`src/rtl/dbgtx_pkg.sv`:
```
package dbgtx_pkg;
  typedef enum logic [2:0] {
    ST_IDLE,
    ST_ARM,
    ST_WAIT,
    ST_LOW,
    ST_SPEED
  } tx_state_e;
endpackage

```
`src/rtl/dbgtx_line_sync.sv`:
```
module dbgtx_line_sync #(
  parameter int STAGES = 2
) (
  input  logic clk_i,
  input  logic rst_ni,
  input  logic line_i,
  output logic line_s_o,
  output logic fall_o
);
  // stages plus one history flop for edge detection
  logic [STAGES:0] q;

  always_ff @(posedge clk_i or negedge rst_ni) begin
    if (!rst_ni) q <= '1;
    else         q <= {q[STAGES-1:0], line_i};
  end

  assign line_s_o = q[STAGES-1];
  assign fall_o   = q[STAGES] & ~q[STAGES-1];
endmodule

```
`src/rtl/dbgtx_shifter.sv`:
```
module dbgtx_shifter #(
  parameter int WORD_W = 16
) (
  input  logic              clk_i,
  input  logic              rst_ni,
  input  logic              load_i,
  input  logic [WORD_W-1:0] word_i,
  input  logic              shift_i,
  output logic              bit_o,
  output logic              last_o
);
  localparam int CNT_W = $clog2(WORD_W + 1);

  logic [WORD_W-1:0] sh_q;
  logic [CNT_W-1:0]  cnt_q;

  always_ff @(posedge clk_i or negedge rst_ni) begin
    if (!rst_ni) begin
      sh_q  <= '0;
      cnt_q <= '0;
    end else if (load_i) begin
      sh_q  <= word_i;
      cnt_q <= CNT_W'(WORD_W);
    end else if (shift_i) begin
      sh_q  <= {sh_q[WORD_W-2:0], 1'b0};
      cnt_q <= cnt_q - 1'b1;
    end
  end

  assign bit_o  = sh_q[WORD_W-1];
  assign last_o = (cnt_q == CNT_W'(1));

  assert_load_idle_R10: assert property (@(posedge clk_i) disable iff (!rst_ni)
    load_i |-> cnt_q == '0);
  assert_shift_valid_R8: assert property (@(posedge clk_i) disable iff (!rst_ni)
    shift_i |-> cnt_q != '0);
endmodule

```
`src/rtl/dbgtx_fsm.sv`:
```
module dbgtx_fsm
  import dbgtx_pkg::*;
#(
  parameter int LOW_CYC = 13
) (
  input  logic clk_i,
  input  logic rst_ni,
  input  logic start_i,
  input  logic line_s_i,
  input  logic fall_i,
  input  logic bit_i,
  input  logic last_i,
  output logic load_o,
  output logic shift_o,
  output logic oe_o,
  output logic do_o,
  output logic busy_o,
  output logic done_o
);
  localparam int TMR_W = (LOW_CYC > 2) ? $clog2(LOW_CYC) : 1;

  tx_state_e        state_q, state_d;
  logic [TMR_W-1:0] tmr_q;
  logic             done_q;

  always_comb begin
    state_d = state_q;
    unique case (state_q)
      ST_IDLE:  if (start_i) state_d = ST_ARM;
      ST_ARM:   if (line_s_i) state_d = ST_WAIT;
      ST_WAIT:  if (fall_i) state_d = bit_i ? ST_SPEED : ST_LOW;
      ST_LOW:   if (tmr_q == TMR_W'(LOW_CYC - 1)) state_d = ST_SPEED;
      ST_SPEED: state_d = last_i ? ST_IDLE : ST_ARM;
      default:  state_d = ST_IDLE;
    endcase
  end

  always_ff @(posedge clk_i or negedge rst_ni) begin
    if (!rst_ni) begin
      state_q <= ST_IDLE;
      tmr_q   <= '0;
      done_q  <= 1'b0;
    end else begin
      state_q <= state_d;
      tmr_q   <= (state_q == ST_LOW) ? tmr_q + 1'b1 : '0;
      if (state_q == ST_IDLE && start_i)         done_q <= 1'b0;
      else if (state_q == ST_SPEED && last_i)    done_q <= 1'b1;
    end
  end

  assign load_o  = (state_q == ST_IDLE) && start_i;
  assign shift_o = (state_q == ST_SPEED);
  assign oe_o    = (state_q == ST_LOW) || (state_q == ST_SPEED);
  assign do_o    = (state_q == ST_SPEED);
  assign busy_o  = (state_q != ST_IDLE);
  assign done_o  = done_q;

  assert_done_after_speed_R9: assert property (@(posedge clk_i) disable iff (!rst_ni)
    $rose(done_o) |-> $past(do_o) && !busy_o);
  assert_arm_high_R7: assert property (@(posedge clk_i) disable iff (!rst_ni)
    (state_q == ST_WAIT && $past(state_q) == ST_ARM) |-> $past(line_s_i));
  assert_busy_start_R10: assert property (@(posedge clk_i) disable iff (!rst_ni)
    (busy_o && start_i) |=> !load_o && busy_o);
endmodule

```
`src/rtl/dbg_bit_tx.sv`:
```
module dbg_bit_tx #(
  parameter int WORD_W      = 16,
  parameter int LOW_CYC     = 13,
  parameter int SYNC_STAGES = 2
) (
  input  logic              clk_i,
  input  logic              rst_ni,
  input  logic              line_i,
  input  logic              start_i,
  input  logic [WORD_W-1:0] word_i,
  output logic              line_oe_o,
  output logic              line_do_o,
  output logic              busy_o,
  output logic              done_o
);
  localparam int RUN_W = $clog2(LOW_CYC + 2);

  logic line_s_w, fall_w, bit_w, last_w, load_w, shift_w;

  dbgtx_line_sync #(.STAGES(SYNC_STAGES)) u_sync (
    .clk_i, .rst_ni, .line_i,
    .line_s_o(line_s_w), .fall_o(fall_w)
  );

  dbgtx_shifter #(.WORD_W(WORD_W)) u_shift (
    .clk_i, .rst_ni,
    .load_i(load_w), .word_i, .shift_i(shift_w),
    .bit_o(bit_w), .last_o(last_w)
  );

  dbgtx_fsm #(.LOW_CYC(LOW_CYC)) u_fsm (
    .clk_i, .rst_ni, .start_i,
    .line_s_i(line_s_w), .fall_i(fall_w),
    .bit_i(bit_w), .last_i(last_w),
    .load_o(load_w), .shift_o(shift_w),
    .oe_o(line_oe_o), .do_o(line_do_o),
    .busy_o, .done_o
  );

  // run length of the low drive, for the hold-time check
  logic             low_now;
  logic [RUN_W-1:0] low_run_q;
  assign low_now = line_oe_o && !line_do_o;

  always_ff @(posedge clk_i or negedge rst_ni) begin
    if (!rst_ni)      low_run_q <= '0;
    else if (low_now) low_run_q <= low_run_q + 1'b1;
    else              low_run_q <= '0;
  end

  assert_low_hold_R2: assert property (@(posedge clk_i) disable iff (!rst_ni)
    (!low_now && low_run_q != '0) |-> low_run_q == RUN_W'(LOW_CYC));
  assert_speedup_single_R3: assert property (@(posedge clk_i) disable iff (!rst_ni)
    (line_oe_o && line_do_o) |=> !line_oe_o);
  assert_drive_after_fall_R1: assert property (@(posedge clk_i) disable iff (!rst_ni)
    $rose(line_oe_o) |-> $past(fall_w));
  assert_value_gated_R3: assert property (@(posedge clk_i) disable iff (!rst_ni)
    !line_oe_o |-> !line_do_o);
endmodule

```
`config.mk`:
```
export PLATFORM = sky130hd
export DESIGN_NAME = dbg_bit_tx
export DESIGN_NICKNAME = d
export VERILOG_FILES = /design/src/rtl/dbgtx_pkg.sv /design/src/rtl/dbgtx_line_sync.sv /design/src/rtl/dbgtx_shifter.sv /design/src/rtl/dbgtx_fsm.sv /design/src/rtl/dbg_bit_tx.sv
export SDC_FILE = /design/constraint.sdc
export NUM_CORES = 1
export LEC_CHECK = 0
export BUFFER_PORTS_ARGS = -buffer_cell sky130_fd_sc_hd__buf_2
export CORE_MARGIN = 1.5
export CORE_UTILIZATION = 40
export CTS_CLUSTER_SIZE = 30
export DETAILED_ROUTE_END_ITERATION = 16
export PLACE_DENSITY = 0.6
export SYNTH_ARGS = -nofsm -noshare
export SYNTH_HDL_FRONTEND = slang
export SYNTH_SLANG_ARGS = --single-unit
```
`constraint.sdc`:
```
create_clock -name clk_i -period 2.15 [get_ports clk_i]
set_input_delay 0.215 -clock clk_i [delete_from_list [all_inputs] [get_ports clk_i]]
set_output_delay 0.215 -clock clk_i [all_outputs]
set_load 0.05 [all_outputs]
```
==> results of run 1 <==
[synthesized netlist by cell type, types with 2 or more instances]
cell | n | share of area [%]
buf_2 | 2 | 0.68
nor2_1 | 8 | 2.0
nand2b_1 | 2 | 0.84
o21ai_0 | 6 | 2.0
nor4b_1 | 2 | 1.2
nand2_1 | 37 | 9.4
nand3b_1 | 3 | 1.5
nand3_1 | 4 | 1.4
dfrtp_1 | 29 | 49
nor3_1 | 3 | 1.0
a31oi_1 | 3 | 1.3
dfstp_2 | 3 | 5.3
clkbuf_1 | 3 | 0.76
ha_1 | 4 | 3.4
xnor2_1 | 2 | 1.2
inv_1 | 6 | 1.5
a22oi_1 | 14 | 7.1
buf_4 | 2 | 1.0
[power groups by stage]
| stage | registers, uW | clock network, uW | logic, uW |
|---|---|---|---|
| final | 964 | 465 | 720 |
| after global routing | 993 | 507 | 837 |
| after floorplan | 943 | 0 | 552 |
| after detailed placement | 974 | 0 | 725 |
| after CTS | 963 | 479 | 731 |
| after global placement | 963 | 0 | 706 |
[cell type report]
cell class	count	share of cell area, %
Clock buffer	8	5.19
Tap cell	46	3.32
Multi-Input combinational cell	103	34.7
Sequential cell	32	46.4
Inverter	7	1.59
Timing Repair Buffer	28	8.80
[placed cells by master (no fill, tap or decap), types with 2 or more instances in the layout]
cell,synthesis,routed
nand2_1,37,37
dfstp_2,3,3
xnor2_1,2,2
nor4b_1,2,2
dfrtp_1,29,29
nand2b_1,2,2
nor2_1,8,8
buf_2,2,23
ha_1,4,4
clkbuf_8,0,6
nor3_1,3,3
a22oi_1,14,14
clkbuf_1,3,2
nand3_1,4,4
buf_4,2,5
o21ai_0,6,6
nand3b_1,3,3
inv_1,6,6
a31oi_1,3,3
[per-stage QoR]
stage	hold slack (ps)	power, uW
floorplan	-80.6	1490
global placement	299	1670
detailed placement	310	1700
CTS	9.55	2170
global route	17.7	2340
finish	-12.6	2150
[critical path, cell delays in order (launching register included)]
cell and delay, ps:
dfrtp_1 510, or3b_1 420, clkinv_2 170, buf_4 190
buf_2 270
[sequential cells by signal (all words and copies together) (netlist names)]
register	cells
u_sync.q	3
u_fsm.tmr_q	4
u_shift.sh_q	16
u_fsm.state_q	3
u_shift.cnt_q	5
u_fsm.done_o	1
[worst paths after layout]
kind                                  start               end  slack (ps)  depth (start not counted)
min reg2reg                     u_sync.q[0]       u_sync.q[1]         350                          0
min                                  rst_ni    u_fsm.tmr_q[2]         -10                          1
max                        u_fsm.state_q[2]         line_do_o          90                          4
max reg2reg                u_fsm.state_q[2]  u_shift.cnt_q[2]         370                          5
max in group asynchronous            rst_ni  u_shift.sh_q[15]        1710                          1
min in group clk_i                   line_i       u_sync.q[0]          40                          1
[metal layers]
metal	vias up	wire, um
met1	554	1380
met5	-	0
met2	23	1320
li1	573	-
met3	6	149
met4	0	44
[kinds of logic after synthesis]
logic type	after synthesis	share of synthesized area (%)
flip-flops	32	54.3
buffers and inverters	15	5.07
AO/OA/AOI/OAI	31	14.2
XOR/XNOR	3	1.77
AND/OR/NAND/NOR	65	21.3
adder cells (fa/ha/maj)	4	3.38
==> summary.txt, run 1 <==
Clock network
  – CTS root buffer: clkbuf_8
  – Maximum clock path buffer count: 2
  – Post_cts resized: 0
  – Postcts setup bufs: 0
  – TritonCTS clock tree: done
  – Worst-path clk slew: 60 ps
  – Clock Sink Count: 32
  – Hold_buf cts: 0
  – Num CTS Buffers: 5
  – H-tree Lvls: 2
  – Worst skew pair latency: 280 ps

Floorplanning
  – Die height: 63.9 um
  – Area of the core: 0.00344 mm2
  – Die area: 0.00408 mm2
  – Io pins: 24
  – Initial Utilization: 43.0%
  – Die width: 63.9 um
  – Num rows: 21

Critical path
  – Startpoint types: flop
  – Required @ worst endpoint: 1930 ps
  – Critical Path Fanout Max: 13
  – CP Capture Type: output pin
  – CP arrival: 1840 ps
  – Setup Crit Path Kind: flop to output pin

Power
  – Peak supply drop: 0.508 mV
  – Clock Power Share: 21.6%
  – Cell-internal power: 1360 uW
  – Logic pwr share: 33.5%
  – Pwr dens: 1240 mW/mm2
  – Leakage: 0.000829 uW
  – Net load switching power: 790 uW
  – Seq pwr share: 44.8%
  – Switching Fraction: 36.7%

Detailed routing
  – Initial DRC Count: 39
  – Via count: 1156
  – DRT Wirelength: 2.90 mm
  – Drt first pass iters: 4
  – DRC errors left: 0
  – Wire length per cell: 13.0 um
  – Vias/cell: 5.16
  – Antenna-violating nets left: 0

GRT
  – GR Util met3: 6.16%
  – Grt ovf: 0
  – Global-route usage over all layers: 15.9%
  – Global Route met2 Usage: 25.0%
  – First-pass GRT wire length: 4.93 mm
  – Initial antenna violation count: 0
  – M1 GR Usage: 19.5%
  – Vias in the first global route: 1094
  – Largest net degree at the start of global routing: 33
  – Most Crowded Layer GR: met2

Yosys
  – Mapped Area: 0.00148 mm2
  – Post-synth EDFFs: 0
  – Yosys cell types: 35
  – Synth Register Bits: 32
  – Synth Flop Type: dfrtp_1
  – Synth Warn #: 0
  – Synthesized Nets: 174
  – Post-synthesis area per instance: 9.88 um2
  – Mapped Cells: 150
  – Register area share after synthesis: 54.3%
  – Ys async rst share: 100%

Final layout
  – # diodes: 0
  – Post-Layout Cell Count: 224
  – Register area: 805 um2
  – FILL cells: 335
  – Layout cells sized above 1: 23.0%
  – Post-Route Utilization: 50.4%
  – Area of the multi-input gates: 602 um2
  – Final nets: 201
  – Post-route cell area: 0.00173 mm2
  – P&R area growth vs syn: 17.1%

STA
  – Tightest Pin Transition: 711 ps
  – Min Tclk post-route: 2060 ps
  – Endpoints failing setup: 0
  – RSZ-0062 raised after global routing: no
  – WHS: -12.6 ps
  – Setup slack after layout: 94.8 ps
  – Fmax: 487 MHz
  – Fin crit share: 95.6%
  – Pins Over Slew Limit: 0
  – Final hold vios: 29
  – Setup TNS: 0 ps
  – Relative slew slack: 52.6%
  – Worst Clk Skew: 4.37 ps

Place
  – Dpl ws: 374 ps
  – HPWL after detailed placement: 2.04 mm
  – DP Area: 0.00164 mm2
  – Placed Instances: 216
  – Placer Congestion: 0.753
  – IO Port Bufs: 23

Outcome
  – Status: finished, violations left
  – Failing checks: hold timing

Min path
  – HP Class: input pin to async pin

Job
  – Max cap viols: 0
(Power assumes the default switching activity.)
==> run 2, diff against run 1 <==
--- a/config.mk
+++ b/config.mk
@@ -10,6 +10,7 @@
 export CORE_UTILIZATION = 40
 export CTS_CLUSTER_SIZE = 30
 export DETAILED_ROUTE_END_ITERATION = 16
+export MAX_ROUTING_LAYER = met4
 export PLACE_DENSITY = 0.6
 export SYNTH_ARGS = -nofsm -noshare
 export SYNTH_HDL_FRONTEND = slang
==> summary.txt, run 2 (synthesized netlist as in run 1, its figures left out) <==
Outcome
  – Status: finished, violations left
  – Failing checks: hold timing

STA
  – Worst Clk Skew: 4.34 ps (-0.0360 ps)
  – Setup TNS: 0 ps (unchanged)
  – Fmax: 487 MHz (about the same)
  – Fin crit share: 95.6% (about the same)
  – Relative slew slack: 52.6% (about the same)
  – Pins Over Slew Limit: 0 (unchanged)
  – Endpoints failing setup: 0 (unchanged)
  – Final hold vios: 29 (unchanged)
  – Min Tclk post-route: 2060 ps (-0.154 ps)
  – Tightest Pin Transition: 711 ps (+0.0309 ps)
  – RSZ-0062 raised after global routing: no
  – WHS: -12.6 ps (+0.0422 ps)

Final layout
  – Biggest regs: u_shift.sh_q x16, u_shift.cnt_q x5, u_fsm.tmr_q x4
  – # diodes: 0 (unchanged)
  – Final nets: 201 (unchanged)
  – Max FFs per register: 16 (unchanged)
  – Most frequent cells in the layout: nand2_1 (37), dfrtp_1 (29), buf_2 (23)
  – Largest Register: u_shift.sh_q
  – Post-route cell area: 0.00173 mm2 (unchanged)
  – Commonest non-fill, non-tap cell in the layout: nand2_1
  – P&R area growth vs syn: 17.1% (unchanged)
  – Layout cells sized above 1: 23.0% (unchanged)

Critical path
  – Startpoint types: flop
  – R2R cell count: 5 (unchanged)
  – Reg2reg start: u_fsm.state_q[2]
  – Critical Path Fanout Max: 13 (unchanged)
  – Worst R2R End: u_shift.cnt_q[2]
  – Setup Crit Path Kind: flop to output pin
  – Crit path from: u_fsm.state_q[2]
  – FF-to-FF setup slack: 370 ps (about the same)
  – Required @ worst endpoint: 1930 ps (about the same)
  – CP Capture Type: output pin
  – CP arrival: 1840 ps (about the same)

Place
  – DP Area: 0.00164 mm2 (unchanged)
  – HPWL after detailed placement: 2.04 mm (unchanged)
  – Placer Congestion: 0.762 (+1.3%)
  – IO Port Bufs: 23 (unchanged)

GRT
  – Vias in the first global route: 1094 (unchanged)
  – Global-route usage over all layers: 16.3% (+0.44 points)
  – First-pass GRT wire length: 4.93 mm (-0.14%)
  – Initial antenna violation count: 0 (unchanged)
  – Grt ovf: 0 (unchanged)
  – Largest net degree at the start of global routing: 33 (unchanged)

Clock network
  – Worst-path clk slew: 60 ps (about the same)
  – Postcts setup bufs: 0 (unchanged)
  – CTS root buffer: clkbuf_8
  – Post_cts resized: 0 (unchanged)
  – H-tree Lvls: 2 (unchanged)
  – Worst skew pair latency: 280 ps (about the same)
  – TritonCTS clock tree: done
  – Hold_buf cts: 0 (unchanged)
  – Clock Sink Count: 32 (unchanged)
  – Num CTS Buffers: 5 (unchanged)
  – Maximum clock path buffer count: 2 (unchanged)

Power
  – Leakage: 0.000829 uW (unchanged)
  – Peak supply drop: 0.509 mV (about the same)
  – Pwr dens: 1240 mW/mm2 (about the same)

Detailed routing
  – Drt first pass iters: 4 (unchanged)
  – Wire length per cell: 13.0 um (unchanged)
  – Vias/cell: 5.17 (about the same)
  – Post-Route M1 WL: 1.39 mm (+0.51%)
  – Met3 wire len: 147 um (-1.3%)
  – Routed wl met2: 1.32 mm (-0.45%)
  – Via count: 1157 (+0.087%)
  – Top sig layer: met4
  – Initial DRC Count: 42 (+7.7%)
  – DRT Wirelength: 2.90 mm (unchanged)
  – Antenna-violating nets left: 0 (unchanged)
  – DRC errors left: 0 (unchanged)

Floorplanning
  – Initial Utilization: 43.0% (unchanged)
  – Area of the core: 0.00344 mm2 (unchanged)
  – Io pins: 24 (unchanged)
  – Die area: 0.00408 mm2 (unchanged)
  – Die height: 63.9 um (unchanged)
  – Die width: 63.9 um (unchanged)
  – Num rows: 21 (unchanged)

Min path
  – HP Class: input pin to async pin

Job
  – Max cap viols: 0 (unchanged)
==> run 2: cell counts in the layout (fill, tap and decap cells not counted) <==
No cell type changed its count.
==> run 2: how the worst max path moves through the flow <==
stage / slack [ps] / endpoint / depth (start not counted)
after global routing: 20 / line_do_o / 4
after CTS: 90 / line_do_o / 4
after floorplan: 420 / u_shift.sh_q[10] / 8
final: 90 / line_do_o / 4
after global placement: 410 / u_shift.cnt_q[2] / 5
after detailed placement: 370 / u_shift.cnt_q[2] / 5
==> run 2: final cells by class <==
class / instances / area, um2
fillers: 335 / 1710
flip-flops and latches: 32 / 805
multi-input cells: 103 / 602
repair buffers: 28 / 153
clock buffers: 8 / 90.1
well taps: 46 / 57.6
inverters: 7 / 27.5
==> run 2: worst max-delay path, stage by stage (launching register included) <==
cell and delay [ps]:
dfrtp_1 510, or3b_1 420, clkinv_2 170, buf_4 190, buf_2 270
==> run 2: power breakdown <==
| part | internal [uW] | switching (uW) |
|---|---|---|
| logic | 282 | 438 |
| clock network | 261 | 205 |
| registers | 818 | 146 |
==> run 2: stage by stage <==
step	power, uW	util, %	std cells	setup WS [ps]
2_1_floorplan	1490	-	150	417
3_3_place_gp	1670	47.8	216	411
3_5_place_dp	1700	47.8	216	374
4_1_cts	2170	50.4	224	91.8
5_1_grt	2340	50.4	224	18.6
6_report	2150	50.4	224	95.0
==> run 2: per-layer routing <==
| metal | global-route usage [%] | up-vias |
|---|---|---|
| met5 | - | - |
| met4 | 6.52 | 0 |
| met3 | 5.99 | 6 |
| met2 | 25.0 | 23 |
| met1 | 19.6 | 554 |
| li1 | - | 574 |
